--- config.mk ---
export PLATFORM = sky130hd
export DESIGN_NAME = init_alarm_reg
export DESIGN_NICKNAME = d
export VERILOG_FILES = /design/src/rtl/alm_pkg.sv /design/src/rtl/alm_decode.sv /design/src/rtl/alm_store.sv /design/src/rtl/alm_readout.sv /design/src/rtl/init_alarm_reg.sv
export SDC_FILE = /design/constraint.sdc
export NUM_CORES = 1
export LEC_CHECK = 0
export ABC_AREA = 1
export CAP_MARGIN = 20
export CORE_MARGIN = 2
export CORE_UTILIZATION = 30
export CTS_CLUSTER_DIAMETER = 40
export CTS_CLUSTER_SIZE = 16
export DETAILED_ROUTE_END_ITERATION = 12
export GPL_ROUTABILITY_DRIVEN = 0
export SYNTH_ARGS = -nofsm -noshare
export SYNTH_HDL_FRONTEND = slang
export SYNTH_SLANG_ARGS = --single-unit
--- constraint.sdc ---
create_clock -name clk -period 1.35 [get_ports clk]
set_input_delay 0.27 -clock clk [delete_from_list [all_inputs] [get_ports clk]]
set_output_delay 0.27 -clock clk [all_outputs]
set_load 0.02 [all_outputs]
--- src/rtl/alm_pkg.sv ---
package alm_pkg;

    localparam int unsigned REG_W      = 16;
    localparam int unsigned INIT_BIT   = 2;
    localparam int unsigned MEMID_W    = 4;
    localparam int unsigned ADDR_W     = 16;
    localparam int unsigned ALM_MEMID  = 2;
    localparam int unsigned ALM_ADDR   = 16'h0010;

    typedef enum logic [1:0] {
        OP_NONE  = 2'd0,
        OP_READ  = 2'd1,
        OP_WRITE = 2'd2
    } op_e;

    typedef struct packed {
        op_e              op;
        logic [REG_W-1:0] data;
    } req_t;

    // Mask that keeps every bit except the sticky init-request flag.
    function automatic logic [REG_W-1:0] refresh_mask();
        logic [REG_W-1:0] m;
        m = '1;
        m[INIT_BIT] = 1'b0;
        return m;
    endfunction

endpackage

--- src/rtl/alm_decode.sv ---
module alm_decode
    import alm_pkg::*;
#(
    parameter int unsigned MEMID_W  = alm_pkg::MEMID_W,
    parameter int unsigned ADDR_W   = alm_pkg::ADDR_W,
    parameter int unsigned MEM_ID   = alm_pkg::ALM_MEMID,
    parameter int unsigned REG_ADDR = alm_pkg::ALM_ADDR
) (
    input  logic               valid,
    input  logic               write,
    input  logic [MEMID_W-1:0] memid,
    input  logic [ADDR_W-1:0]  addr,
    input  logic [REG_W-1:0]   wdata,
    output req_t               req
);
    localparam logic [MEMID_W-1:0] ID_MATCH   = MEMID_W'(MEM_ID);
    localparam logic [ADDR_W-1:0]  ADDR_MATCH = ADDR_W'(REG_ADDR);

    logic hit;

    always_comb begin
        hit      = valid && (memid == ID_MATCH) && (addr == ADDR_MATCH);
        req.data = wdata;
        if (!hit)
            req.op = OP_NONE;
        else if (write)
            req.op = OP_WRITE;
        else
            req.op = OP_READ;
    end
endmodule

--- src/rtl/alm_store.sv ---
module alm_store
    import alm_pkg::*;
#(
    parameter int unsigned FLAG_POS = alm_pkg::INIT_BIT
) (
    input  logic             clk,
    input  logic             rst,
    input  req_t             req,
    input  logic             frame_strobe,
    input  logic [REG_W-1:0] status_in,
    output logic [REG_W-1:0] reg_q
);
    localparam logic [REG_W-1:0] KEEP = refresh_mask();

    logic [REG_W-1:0] other_q;
    logic             init_q;

    // Non-init bits: the strobe has priority over a supervisor write.
    always_ff @(posedge clk) begin
        if (rst)
            other_q <= '0;
        else if (frame_strobe)
            other_q <= status_in & KEEP;
        else if (req.op == OP_WRITE)
            other_q <= req.data & KEEP;
    end

    // Sticky flag: only reset sets it, a write may only clear it.
    always_ff @(posedge clk) begin
        if (rst)
            init_q <= 1'b1;
        else if (req.op == OP_WRITE)
            init_q <= init_q & req.data[FLAG_POS];
    end

    always_comb begin
        reg_q           = other_q;
        reg_q[FLAG_POS] = init_q;
    end
endmodule

--- src/rtl/alm_readout.sv ---
module alm_readout
    import alm_pkg::*;
(
    input  logic             clk,
    input  logic             rst,
    input  logic             rd_hit,
    input  logic [REG_W-1:0] reg_q,
    output logic             rd_valid,
    output logic [REG_W-1:0] rd_data
);
    always_ff @(posedge clk) begin
        if (rst) begin
            rd_valid <= 1'b0;
            rd_data  <= '0;
        end else begin
            rd_valid <= rd_hit;
            if (rd_hit)
                rd_data <= reg_q;
        end
    end
endmodule

--- src/rtl/init_alarm_reg.sv ---
module init_alarm_reg
    import alm_pkg::*;
#(
    parameter int unsigned MEMID_W  = alm_pkg::MEMID_W,
    parameter int unsigned ADDR_W   = alm_pkg::ADDR_W,
    parameter int unsigned MEM_ID   = alm_pkg::ALM_MEMID,
    parameter int unsigned REG_ADDR = alm_pkg::ALM_ADDR
) (
    input  logic               clk,
    input  logic               rst,
    input  logic               acc_valid,
    input  logic               acc_write,
    input  logic [MEMID_W-1:0] acc_memid,
    input  logic [ADDR_W-1:0]  acc_addr,
    input  logic [REG_W-1:0]   acc_wdata,
    input  logic               frame_strobe,
    input  logic [REG_W-1:0]   status_in,
    output logic               rd_valid,
    output logic [REG_W-1:0]   rd_data,
    output logic               alarm_up
);
    req_t             req;
    logic [REG_W-1:0] reg_q;
    logic             rd_hit;

    alm_decode #(
        .MEMID_W (MEMID_W),
        .ADDR_W  (ADDR_W),
        .MEM_ID  (MEM_ID),
        .REG_ADDR(REG_ADDR)
    ) u_decode (
        .valid(acc_valid),
        .write(acc_write),
        .memid(acc_memid),
        .addr (acc_addr),
        .wdata(acc_wdata),
        .req  (req)
    );

    alm_store #(.FLAG_POS(INIT_BIT)) u_store (
        .clk         (clk),
        .rst         (rst),
        .req         (req),
        .frame_strobe(frame_strobe),
        .status_in   (status_in),
        .reg_q       (reg_q)
    );

    assign rd_hit = (req.op == OP_READ);

    alm_readout u_readout (
        .clk     (clk),
        .rst     (rst),
        .rd_hit  (rd_hit),
        .reg_q   (reg_q),
        .rd_valid(rd_valid),
        .rd_data (rd_data)
    );

    assign alarm_up = reg_q[INIT_BIT];
endmodule

Word-level counts from Yosys, hierarchy flattened
Cells that the tools add are included.

Flip-flop bits (word level): 33. Bits in latches: 0. Bits in writable memories: 0. Bits in read-only memories: 0. Input port bits: 57. Output and inout bits: 18. Word-level logic and storage cells: 16. Memories kept: 0.

Add/subtract/negate cells: 0. Multiply operators: 0. Div/mod/pow operators: 0. Magnitude comparators: 0. Eq/ne operators: 4. Shift operators: 0. Multiplexer cells: 4. Bitwise gates (word level): 1. Reduce and logical (&&, ||, !) cells: 3.

Operator list (count): two-way mux 16 bit (2); == test 16 x 5 -> 1 bit (second input constant) (1); == test 4 x 2 -> 1 bit (second input constant) (1); two-way mux 2 bit (2); == test 2 x 1 -> 1 bit (second input constant) (1); == test 2 bit (second input constant) (1); logical AND 1 bit (2); nonzero test 2 bit (1); bitwise AND 1 bit (1).

Logic depth before layout (Yosys ltp)
Depth after elaboration: 7. Gate-level depth with buffers: 9. Depth with buffers taken out: 8.

Modules after synthesis
From an unflattened synthesis, not the netlist that was laid out.

Cell total of the unflattened synthesis: 300. Area total of the unflattened synthesis: 1919.3 µm².

By module, submodules not included: alm_store (times used 1, cells an instance 152, area each 925.9 µm²); alm_readout (times used 1, cells an instance 105, area each 767.0 µm²); alm_decode (times used 1, cells an instance 41, area each 216.5 µm²); init_alarm_reg (times used 1, cells an instance 2, area each 10.0 µm²).

Worst setup path before layout
Ideal clock, no wire load.

Path kind: input port to flip-flop. Start point: in acc_addr[2]. End point: reg u_readout.rd_data[0]. Library setup time: 0.113 ns. Data arrival time: 1.088 ns. Setup slack: 0.149 ns. Stages on the path: 9. Path buffers: 1. Cell sequence: nor2_1 > nand2_1 > nor2_4 > inv_1 > nor2_4 > buf_4 > nand4_1 > nand2_1 > nor2_1.

Longest elaborated chain between the ends: 4.

Ends and longest elaborated chain: start, declared (RTL line init_alarm_reg.sv:14) `input logic [ADDR_W-1:0] acc_addr,`; == test 16 x 5 -> 1 bit (RTL line alm_decode.sv:22) `hit = valid && (memid == ID_MATCH) && (addr == ADDR_MATCH);`; logical AND 1 bit (RTL line alm_decode.sv:22); two-way mux 2 bit (RTL line alm_decode.sv:24) `if (!hit)`; == test 2 x 1 -> 1 bit (RTL line init_alarm_reg.sv:49) `assign rd_hit = (req.op == OP_READ);`; end signal, assigned (RTL line alm_readout.sv:18) `rd_data <= reg_q;`; end, declared (RTL line alm_readout.sv:9) `output logic [REG_W-1:0] rd_data`.

Every way passes these cells. A chain may end at the register's enable or synchronous reset.

Final worst setup path
Start point: in acc_memid[3]. End point: reg u_readout.rd_data[15].

Longest elaborated chain between the ends: 5.

Ends and longest elaborated chain: start, declared (RTL line init_alarm_reg.sv:13) `input logic [MEMID_W-1:0] acc_memid,`; == test 4 x 2 -> 1 bit (RTL line alm_decode.sv:22); logical AND 1 bit (2 in series) (RTL line alm_decode.sv:22); two-way mux 2 bit (RTL line alm_decode.sv:24); == test 2 x 1 -> 1 bit (RTL line init_alarm_reg.sv:49).

Every way passes these cells.

==> summary.txt <==
Run status
  – Status: finished, final reports clean

Detailed routing
  – Wire per inst: 10.1 um
  – 1st-pass router iterations: 4
  – DR DRC count: 0
  – Initial DRC Count: 78
  – Antenna-violating nets left: 0
  – Vias: 1883
  – Via/cell ratio: 4.30
  – Final wirelength: approximately 4.4 mm

Place
  – Port Buffers: 73
  – Dpl cell area: 0.00269 sq mm
  – Final HPWL DP: roughly 3.1 mm

Setup path
  – Reg2reg end: u_readout.rd_data[7]$_SDFFE_PP0N_
  – R2r worst-path depth: 4
  – Critical path class: in2reg
  – Worst Path Max Fanout: 8
  – Worst path required time: 1520 ps
  – Worst reg2reg setup slack: 650 ps
  – Crit path top cell by count: buf_4
  – CP endpoint kind: flop
  – Critical R2R Launch: u_store.other_q[7]$_SDFFE_PP0P_
  – Worst Setup Start Kind: primary input
  – CP max stage cell: dlygate4sd2_1
  – Arrival @ worst endpoint: between 1000 and 1500 ps
  – Crit-path cells: dlygate4sd2_1, inv_2, buf_4, buf_4, buf_4, nand2_2, nor2_4, clkbuf_16, nand4_1, nand2_1, nor2_1
  – Slowest stage delay, CP: 240 ps

STA
  – Final setup viols: 0
  – Worst rel slew slack: 0.854
  – Highest clock rate: 790 MHz
  – Max-slew violations: 0
  – Tmin final: between 1000 and 1500 ps
  – Final Hold Viols: 0
  – Final hold slack: between 400 and 500 ps
  – Final Cycle Share: 0.937
  – Clock Skews: about 3.9 ps
  – Worst-margin pin slew: 220 ps

Clock tree
  – Post-CTS Hold Fix Bufs: 0
  – Clock transition at path regs: 60 ps
  – Clock latency on the worst-skew pair: 270 ps
  – Total CTS buffers: 5
  – CTS tree: built
  – Htree depth: 2
  – Clock tree sinks: 33
  – Clk root buf: clkbuf_8
  – CTS Buffer Depth: 2

Global routing
  – Initial antenna violation count: 0
  – Vias in the first global route: 1754
  – GR Overflow Total: 0
  – First-pass GRT wire length: between 7 and 8 mm
  – Total GRT Usage: 0.148
  – Pin count of the biggest net entering global routing: 33

Min path
  – Worst Hold Class: reg2reg
  – Hold depth: 2
  – Hold endpoint: u_store.init_q$_SDFFE_PP1N_
  – HP Start: u_store.init_q$_SDFFE_PP1N_

Layout
  – Share of layout cells above drive strength 1: 0.145
  – Commonest cells after routing, fill and taps aside: 80 x nand2_1, 59 x nor2_1, 34 x clkdlybuf4s50_1
  – Commonest non-fill, non-tap cell in the layout: nand2_1
  – Final Cell Area: 0.00287 sq mm
  – Area growth syn-to-layout: 67.0%
  – Final nets: 422
  – Ant diodes: 0

Floorplanning
  – DIE AREA: 0.00635 sq mm
  – Initial Utilization: 0.312
  – Core area: 0.00551 sq mm
  – Die height: approximately 80 um
  – Row count: 27
  – Die width: 79.7 um
  – Ports: 75

Run
  – Max Cap Violations: 0

Yosys
  – Cell area after synthesis: approximately 0.0017 sq mm
  – Post-synth EDFFs: 0
  – Average size of a mapped cell: 6.23 sq um
  – Sequential fraction of the synthesis area: 0.384
  – Post-Syn Nets: 333
  – Post-synthesis cell type count: 19
  – Fraction of registers with async set/reset: 0
  – Cells after synthesis: around 280
  – Ys flop type: dfxtp_1
  – #FFs+latches synth: 33
  – Yosys synthesis warning count: 0

Pwr
  – Leak: ~1.4 nW
  – Pwr/cell area: 732 mW/mm^2
  – Peak supply drop: roughly 0.4 mV
cells in the mapped netlist, types with 2 or more instances:
cell type	number	area, sq um
nor2_4	3	33.8
buf_1	2	7.51
buf_2	6	30.0
nand3_1	17	85.1
a21oi_1	15	75.1
clkbuf_1	6	22.5
nand4_1	18	113
inv_1	24	90.1
dfxtp_1	33	661
nand2_1	82	308
nor2_1	60	225
nor2_2	3	18.8
critical path, delay by kind of cell:
kind / cells / cell delay (ps)
simple gates: 5 / 420
buf+inv: 6 / 740
stage by stage:
stage               setup WS [ps]  setup TNS [ps]  total power, mW  utilization  std cells
global route                -15.6           -32.1             2.23        0.521        438
detailed placement           -359          -10200             1.45        0.489        421
floorplan                     149               0             1.21            -        276
finish                       84.7               0             2.10        0.521        438
global placement             -337           -9710             1.45        0.489        421
CTS                          2.42               0             2.12        0.512        435
cell type report:
cell class / instances / area (sq um)
fillers: 558 / 2640
well taps: 72 / 90.1
flip-flops and latches: 33 / 661
clock buffers: 8 / 80.1
repair buffers: 98 / 1030
inverters: 25 / 93.8
multi-input cells: 202 / 912
kinds of logic (layout without fill, tap and decap cells):
group / count (synthesis) / count (layout) / share of synthesized area
AND/OR/NAND/NOR: 186 / 186 / 0.469
buffers and inverters: 41 / 131 / 0.100
flip-flops: 33 / 33 / 0.384
AO/OA/AOI/OAI: 16 / 16 / 0.0466
flip-flops by register name, summed over array words and instances (netlist names):
| register | count |
|---|---|
| u_readout.rd_data | 16 |
| u_readout.rd_valid | 1 |
| u_store.init_q | 1 |
| u_store.other_q | 15 |
metal layers:
metal / up-vias / GRT usage / wire length, um
met5: - / 0 / 0
met1: 775 / 0.207 / 2250
li1: 1042 / - / -
met4: 0 / 0.0569 / 58
met2: 61 / 0.228 / 1880
met3: 5 / 0.0249 / 243
worst max path at each step:
stage | slack [ps] | from | end | depth (start not counted)
CTS | 2 | acc_addr[7] | u_store.init_q$_SDFFE_PP1N_ | 8
global placement | -340 | acc_addr[2] | u_store.other_q[7]$_SDFFE_PP0P_ | 8
finish | 80 | acc_memid[3] | u_readout.rd_data[15]$_SDFFE_PP0N_ | 11
detailed placement | -360 | acc_addr[0] | u_store.other_q[7]$_SDFFE_PP0P_ | 8
floorplan | 150 | acc_addr[2] | u_readout.rd_data[0]$_SDFFE_PP0N_ | 9
global route | -20 | acc_addr[12] | u_store.other_q[12]$_SDFFE_PP0P_ | 11
power breakdown:
group	internal, mW	switching, mW	total (mW)
logic	0.227	0.178	0.405
registers	1.01	0.00726	1.01
clock network	0.366	0.316	0.681
total	1.60	0.501	2.10
repair_timing:
action | CTS | global route
gates resized for setup | 63 | 11
setup endpoints to repair | 50 | 19
buffers inserted | 4 | 1
pin swaps | 19 | 11
hold endpoints to repair | 0 | 0
cloned | 2 | 2
(Power assumes the default switching activity.)
